**config.mk**
```make
export PLATFORM = sky130hd
export DESIGN_NAME = sector_seq
export DESIGN_NICKNAME = d
export VERILOG_FILES = /design/src/rtl/sseq_pkg.sv /design/src/rtl/sseq_wbuf.sv /design/src/rtl/sseq_rdptr.sv /design/src/rtl/sseq_timer.sv /design/src/rtl/sector_seq.sv
export SDC_FILE = /design/constraint.sdc
export NUM_CORES = 1
export LEC_CHECK = 0
export BUFFER_PORTS_ARGS = -buffer_cell sky130_fd_sc_hd__buf_2
export CORE_MARGIN = 8
export CORE_UTILIZATION = 65
export CTS_BUF_LIST = sky130_fd_sc_hd__clkbuf_8
export DETAILED_ROUTE_END_ITERATION = 7
export GPL_ROUTABILITY_DRIVEN = 0
export GPL_TIMING_DRIVEN = 0
export PLACE_DENSITY = 0.88
export SLEW_MARGIN = 20
export SYNTH_ARGS = -nofsm -noshare
export SYNTH_HDL_FRONTEND = slang
export SYNTH_SLANG_ARGS = --single-unit
```
**constraint.sdc**
```tcl
create_clock -name clk -period 3.7 [get_ports clk]
set_input_delay 0.185 -clock clk [delete_from_list [all_inputs] [get_ports clk]]
set_output_delay 0.185 -clock clk [all_outputs]
set_load 0.1 [all_outputs]
```
**src/rtl/sseq_pkg.sv**
```systemverilog
package sseq_pkg;
    typedef enum logic [2:0] {
        ST_IDLE,
        ST_WR_COLLECT,
        ST_RD_STREAM,
        ST_COMMIT,
        ST_BUSY
    } sseq_state_e;
endpackage

```
**src/rtl/sseq_wbuf.sv**
```systemverilog
module sseq_wbuf #(
    parameter int DEPTH  = 8,
    parameter int DATA_W = 8,
    localparam int IDX_W = $clog2(DEPTH)
) (
    input  logic              clk,
    input  logic              rst_n,
    input  logic              wr_en,
    input  logic [IDX_W-1:0]  wr_idx,
    input  logic [DATA_W-1:0] wr_data,
    input  logic [IDX_W-1:0]  rd_idx,
    output logic [DATA_W-1:0] rd_data
);
    logic [DATA_W-1:0] slot_q [DEPTH];

    always_ff @(posedge clk or negedge rst_n) begin
        if (!rst_n) begin
            for (int i = 0; i < DEPTH; i++) slot_q[i] <= '0;
        end else if (wr_en) begin
            slot_q[wr_idx] <= wr_data;
        end
    end

    assign rd_data = slot_q[rd_idx];
endmodule

```
**src/rtl/sseq_rdptr.sv**
```systemverilog
module sseq_rdptr #(
    parameter int TOTAL  = 496,
    parameter int ADDR_W = 9
) (
    input  logic              clk,
    input  logic              rst_n,
    input  logic              load,
    input  logic [ADDR_W-1:0] base,
    input  logic              step,
    output logic [ADDR_W-1:0] ptr
);
    localparam logic [ADDR_W-1:0] LAST = ADDR_W'(TOTAL - 1);

    always_ff @(posedge clk or negedge rst_n) begin
        if (!rst_n)       ptr <= '0;
        else if (load)    ptr <= base;
        else if (step)    ptr <= (ptr == LAST) ? '0 : ptr + 1'b1;
    end
endmodule

```
**src/rtl/sseq_timer.sv**
```systemverilog
module sseq_timer #(
    parameter int W = 5
) (
    input  logic         clk,
    input  logic         rst_n,
    input  logic         clear,
    input  logic [W-1:0] last,
    output logic [W-1:0] cnt,
    output logic         done
);
    always_ff @(posedge clk or negedge rst_n) begin
        if (!rst_n)     cnt <= '0;
        else if (clear) cnt <= '0;
        else            cnt <= cnt + 1'b1;
    end

    assign done = (cnt == last);
endmodule

```
**src/rtl/sector_seq.sv**
```systemverilog
module sector_seq
    import sseq_pkg::*;
#(
    parameter int NUM_SECTORS  = 62,
    parameter int SECTOR_BYTES = 8,
    parameter int DATA_W       = 8,
    parameter int BUSY_CYCLES  = 20,
    localparam int TOTAL  = NUM_SECTORS * SECTOR_BYTES,
    localparam int ADDR_W = $clog2(TOTAL),
    localparam int SEC_W  = $clog2(NUM_SECTORS)
) (
    input  logic              clk,
    input  logic              rst_n,
    input  logic              grant_i,
    input  logic [SEC_W-1:0]  sector_i,
    input  logic              dir_rd_i,
    input  logic              byte_valid_i,
    input  logic [DATA_W-1:0] wr_byte_i,
    input  logic              start_i,
    input  logic              stop_i,
    input  logic [DATA_W-1:0] mem_rdata_i,
    output logic              mem_we_o,
    output logic [ADDR_W-1:0] mem_addr_o,
    output logic [DATA_W-1:0] mem_wdata_o,
    output logic [DATA_W-1:0] rd_byte_o,
    output logic              busy_o
);
    localparam int OFF_W   = $clog2(SECTOR_BYTES);
    localparam int CNT_W   = OFF_W + 1;
    localparam int TMR_MAX = (BUSY_CYCLES > SECTOR_BYTES) ? BUSY_CYCLES : SECTOR_BYTES;
    localparam int TMR_W   = $clog2(TMR_MAX + 1);
    localparam logic [CNT_W-1:0] FULL = CNT_W'(SECTOR_BYTES);

    sseq_state_e state_q, state_d;
    logic [SEC_W-1:0]  sector_q;
    logic [CNT_W-1:0]  wr_cnt_q;
    logic              ovf_q;
    logic [TMR_W-1:0]  tmr_cnt, tmr_last;
    logic              tmr_done;
    logic [ADDR_W-1:0] rptr, rbase, wbase;
    logic [DATA_W-1:0] buf_rd;
    logic              grant_ok, commit_ok, buf_we, rd_step;

    assign grant_ok  = grant_i && (32'(sector_i) < NUM_SECTORS);
    assign commit_ok = !ovf_q && (byte_valid_i ? (wr_cnt_q == FULL - 1'b1)
                                               : (wr_cnt_q == FULL));
    assign buf_we    = (state_q == ST_WR_COLLECT) && byte_valid_i && (wr_cnt_q != FULL);
    assign rd_step   = (state_q == ST_RD_STREAM) && byte_valid_i && !start_i && !stop_i;
    assign rbase     = ADDR_W'(sector_i) * ADDR_W'(SECTOR_BYTES);
    assign wbase     = ADDR_W'(sector_q) * ADDR_W'(SECTOR_BYTES);
    assign tmr_last  = (state_q == ST_COMMIT) ? TMR_W'(SECTOR_BYTES - 1)
                                              : TMR_W'(BUSY_CYCLES - 1);

    sseq_wbuf #(.DEPTH(SECTOR_BYTES), .DATA_W(DATA_W)) u_wbuf (
        .clk(clk), .rst_n(rst_n),
        .wr_en(buf_we), .wr_idx(wr_cnt_q[OFF_W-1:0]), .wr_data(wr_byte_i),
        .rd_idx(tmr_cnt[OFF_W-1:0]), .rd_data(buf_rd)
    );

    sseq_rdptr #(.TOTAL(TOTAL), .ADDR_W(ADDR_W)) u_rdptr (
        .clk(clk), .rst_n(rst_n),
        .load((state_q == ST_IDLE) && grant_ok && dir_rd_i),
        .base(rbase), .step(rd_step), .ptr(rptr)
    );

    sseq_timer #(.W(TMR_W)) u_timer (
        .clk(clk), .rst_n(rst_n),
        .clear(state_d != state_q), .last(tmr_last),
        .cnt(tmr_cnt), .done(tmr_done)
    );

    // next state
    always_comb begin
        state_d = state_q;
        unique case (state_q)
            ST_IDLE:       if (grant_ok) state_d = dir_rd_i ? ST_RD_STREAM : ST_WR_COLLECT;
            ST_WR_COLLECT: if (start_i) state_d = ST_IDLE;
                           else if (stop_i) state_d = commit_ok ? ST_COMMIT : ST_IDLE;
            ST_RD_STREAM:  if (start_i || stop_i) state_d = ST_IDLE;
            ST_COMMIT:     if (tmr_done) state_d = ST_BUSY;
            ST_BUSY:       if (tmr_done) state_d = ST_IDLE;
            default:       state_d = ST_IDLE;
        endcase
    end

    // state register and write-run bookkeeping
    always_ff @(posedge clk or negedge rst_n) begin
        if (!rst_n) begin
            state_q  <= ST_IDLE;
            sector_q <= '0;
            wr_cnt_q <= '0;
            ovf_q    <= 1'b0;
        end else begin
            state_q <= state_d;
            if (state_q == ST_IDLE && grant_ok) begin
                sector_q <= sector_i;
                wr_cnt_q <= '0;
                ovf_q    <= 1'b0;
            end else if (state_q == ST_WR_COLLECT && byte_valid_i) begin
                if (wr_cnt_q == FULL) ovf_q <= 1'b1;
                else                  wr_cnt_q <= wr_cnt_q + 1'b1;
            end
        end
    end

    // outputs
    always_comb begin
        mem_we_o    = 1'b0;
        mem_addr_o  = '0;
        mem_wdata_o = '0;
        rd_byte_o   = '0;
        busy_o      = 1'b0;
        unique case (state_q)
            ST_RD_STREAM: begin
                mem_addr_o = rptr;
                rd_byte_o  = mem_rdata_i;
            end
            ST_COMMIT: begin
                mem_we_o    = 1'b1;
                mem_addr_o  = wbase + ADDR_W'(tmr_cnt[OFF_W-1:0]);
                mem_wdata_o = buf_rd;
                busy_o      = 1'b1;
            end
            ST_BUSY:  busy_o = 1'b1;
            default: ;
        endcase
    end
endmodule

```
==> results by stage <==
Die:
- In this run the standard cell core region covers 0.00683 mm².
- The width of the die is 100 µm.
- Once the floorplan was initialized, standard cells occupied around two thirds of the core.
- The chip height is 100 µm.
- The die covers 0.0101 mm².
- The number of placed I/O pins is 56.
- The row count is 30.

Placed design:
- The number of placed instances with taps included is 510.
- In this run the tool buffered the top-level ports with 55 buffer cells.
- Prior to clock tree synthesis, the placed netlist has a worst setup slack of 0.914 ns.
- Once detailed placement completed, the half-perimeter wirelength came to 6.97 mm.
- The placed instances occupy a cell area of 0.00503 mm².

Timing:
- The final clock period utilization by the worst path is between 80% and 90%.
- The number of pins exceeding their max-slew limit in the final report is 0.
- On the final layout, the worst clock skew is 0.00888 ns.
- At the pin with the least slew margin, the transition time is 0.858 ns.
- The maximum clock frequency is approximately 320 MHz.
- The total setup violations reported at the end of the flow is 0.
- The final worst setup slack is 0.581 ns.
- The worst slew margin relative to its limit is 42.8%.
- For the final routed database, the setup TNS stands at 0 ns.
- The final hold violation count is 0.
- Setup repair after global routing left no endpoint under its margin.
- The time the final worst path needs with I/O delays and setup is 3.12 ns.
- Hold timing on the final database bottoms out at a slack of 0.0464 ns.

Detailed routing:
- The routed layout has 3233 vias.
- For this run, design rule violations remaining after detail routing come to 0.
- The initial detailed-routing violation count is 152.
- In the final routed layout, each cell accounts on average for 19.3 µm.
- The post-route antenna net violation count is 0.
- The average via count per standard cell is about 6.1.
- After detailed routing, the total wire length is between 10 and 15 mm.
- The first detailed-routing pass ran for 5 iterations.

Layout:
- The finished layout holds roughly 530 standard cells, fillers aside.
- 0 antenna diodes ended up in the layout.
- The proportion of layout cells with a drive suffix above 1 is 42.0%.
- The final standard cell utilization of the core is 76.6%.
- The net count of the finished layout is 460.
- Compared with the post-synthesis result, the final layout area differs by 13.4%.
- The finished layout cell area is 0.00523 mm².

Setup path:
- The largest stage delay on the critical path is 0.61 ns.
- Among all stages on the critical path, the largest delay is contributed by clkbuf_1.
- The data arrival time of the worst path is 2.93 ns.
- The cell class contributing the biggest share of worst-path delay is buffers and inverters.
- The critical path contains buffers and inverters numbering 3 combined.
- The worst setup path is launched from a register.
- Walking the worst path, the cells encountered are clkbuf_1 -> clkbuf_1 -> mux4_2 -> mux2i_1 -> nor2_1 -> buf_2.
- Data on the critical path is required at its endpoint by 3.51 ns.
- The category of the worst setup path capture point is a primary output.
- The worst setup path is of the register to primary output kind.
- The cell repeated most along the worst path is clkbuf_1.
- The largest fanout on the critical path is 10.

Clock network:
- After clock tree synthesis, the clock-pin slew on the worst setup and hold paths is 0.10 ns.
- At the later pin of the worst-skew pair, clock insertion delay measures 0.36 ns.
- The longest clock path from root to sink contains 2 buffers.
- The depth of the CTS H-tree is 3.
- The total of cells resized after clock tree synthesis is 0.
- The TritonCTS buffer count is 9.
- The cell chosen for the clock root is clkbuf_8.
- The TritonCTS clock tree is yes.
- The total clock sinks is 92.

Yosys:
- The mapped cell area is approximately 0.0046 mm².
- The dominant cell by count in the synthesized netlist is dfrtp_1.
- Summing the sequential cell areas from Yosys gives 49.9% of the chip area.
- Yosys printed 0 warnings.
- Counting flops with a built-in enable in the synthesized netlist gives 0.
- The synthesized area divided by synthesized cell count is 12.9 µm².
- The net count after synthesis is 392.
- Ranked by total cell area, the synthesized netlist is headed by dfrtp_1 50%, mux2_2 17%, mux4_2 7.8%.
- The cell count after synthesis came out at 358.
- The commonest cells after synthesis are 92 x dfrtp_1, 69 x mux2_2, 28 x nor2_1.
- The most frequently used flop master after synthesis is dfrtp_1.
- After synthesis the netlist holds a flip-flop and latch count of 92.
- The count of distinct cell types in the synthesized netlist is 52.
- The async set-or-reset flop fraction in the synthesized netlist is 100%.
- The share of synthesized area in the top cell type comes to 49.9%.
- The cell type contributing the most total cell area after synthesis is dfrtp_1.

Global route:
- The global-route usage over all layers is between 20% and 30%.
- After global routing, the most crowded layer is met2.
- The met3 track demand over resource in global routing is under 10%.
- The wire length of the first global-routing pass is 16.5 mm.
- The met2 routing resource usage after global routing is 35.6%.
- In the global route stage, met1 resource usage came out at 25.5%.
- The initial antenna violation count was 0.
- The total congestion overflow is 0.
- The via count of the first global-routing pass was 3311.
- Entering global routing, the biggest net connects 56 pins.

Power and ir drop:
- The switching power is 1.44 mW.
- In this run the power density over the cells is 649 mW/mm².
- Per report_power, the clock group accounts for 19.3% of the total.
- The internal power of the cells totals 1.96 mW.
- In this run, flip-flops and latches consume 39.6% of the power.
- Summed over all cells, the static leakage comes to 2.52 nW.
- VDD sags by at most 0.321 mV.
- The design draws 3.40 mW.
- Combinational logic burns 41.1% of the power.
- Of the total power, the share spent switching nets is 42.4%.

Worst hold path:
- The type of the most critical hold path is input pin to register.

Flow run:
- The reported max-cap violation count is 0.

Status:
- The flow ran to the end, and the final reports show no timing, DRC or antenna violations.
-- worst reg2reg max path: stages, from the launching register on --
cell and delay, ns:
dfrtp_1 0.47, inv_1 0.11, nand3_1 0.11, inv_1 0.09
clkbuf_1 0.42, ha_1 0.35, nor4b_1 0.60, o2bb2ai_1 0.21
o211ai_2 0.32, nor2_1 0.09
-- cell usage in the layout (no fill, tap or decap), types with 2 or more instances in the layout --
master / synthesis / layout
nor3b_1: 2 / 2
inv_1: 10 / 10
nand3_2: 3 / 3
ha_1: 5 / 5
mux4_2: 16 / 16
clkbuf_1: 9 / 9
a22o_1: 8 / 8
nor3_1: 2 / 2
and4bb_2: 2 / 2
nand3_1: 10 / 10
o21ai_0: 8 / 8
xnor2_1: 2 / 2
dfrtp_1: 92 / 92
nand4_1: 2 / 2
mux2i_1: 9 / 9
a21oi_1: 5 / 5
nor2_1: 28 / 28
buf_6: 2 / 2
nand2b_1: 2 / 2
nand2_1: 14 / 14
xor2_1: 5 / 5
inv_8: 0 / 3
inv_6: 0 / 2
and3_1: 6 / 6
and2_1: 10 / 10
clkbuf_8: 0 / 9
mux2_2: 69 / 69
buf_2: 7 / 61
a32oi_1: 3 / 3
nor4_1: 2 / 2
-- logic make-up after synthesis --
| group | share of synthesized area (%) |
|---|---|
| flops | 49.9 |
| compound gates | 7.16 |
| simple gates | 10.9 |
| buf+inv | 2.79 |
| xor+xnor | 1.33 |
| fa+ha+maj | 1.36 |
| mux | 26.6 |
-- sequential cells by signal, indices dropped and copies added, names as in the netlist --
register       count
ovf_q              1
sector_q           6
state_q            3
u_rdptr.ptr        9
u_timer.cnt        5
u_wbuf.slot_q     64
wr_cnt_q           4
-- power by group through the flow --
stage	Clock, mW	Combinational, mW	Sequential, mW
CTS	0.666	1.41	1.34
global route	0.708	1.49	1.36
floorplan	0	1.14	1.31
global placement	0	1.37	1.34
finish	0.656	1.40	1.34
detailed placement	0	1.39	1.36
-- layout make-up --
cell class | instances | area, µm²
plain buffers | 18 | 91.3
clock buffers | 9 | 124
clock inverters | 7 | 67.6
fillers | 450 | 1600
inverters | 10 | 37.5
multi-input cells | 238 | 2180
flip-flops and latches | 92 | 2300
well taps | 96 | 120
repair buffers | 57 | 308
-- final timing paths --
kind	from	end	slack [ns]	depth (start not counted)
max in group asynchronous	rst_n	u_wbuf.slot_q[61]$_DFFE_PN0P_	2.63	3
min in group asynchronous	rst_n	state_q[0]$_DFF_PN0_	0.42	2
hold / removal	sector_i[0]	u_rdptr.ptr[3]$_DFFE_PN0P_	0.05	3
hold reg to reg	u_wbuf.slot_q[13]$_DFFE_PN0P_	u_wbuf.slot_q[13]$_DFFE_PN0P_	0.51	1
setup reg to reg	state_q[2]$_DFF_PN0_	u_timer.cnt[4]$_DFF_PN0_	0.81	9
setup / recovery	u_timer.cnt[1]$_DFF_PN0_	mem_wdata_o[3]	0.58	6
-- what timing repair did --
action | in CTS | in global routing
hold endpoints to repair | 54 | 0
setup buffers | 0 | 0
hold buffers | 1 | 0
-- metal layers --
layer	vias up	wire (µm)
li1	1462	-
met1	1629	4210
met2	113	5150
met3	29	573
met4	0	258
met5	-	0
Power figures use the tool's default switching activity.
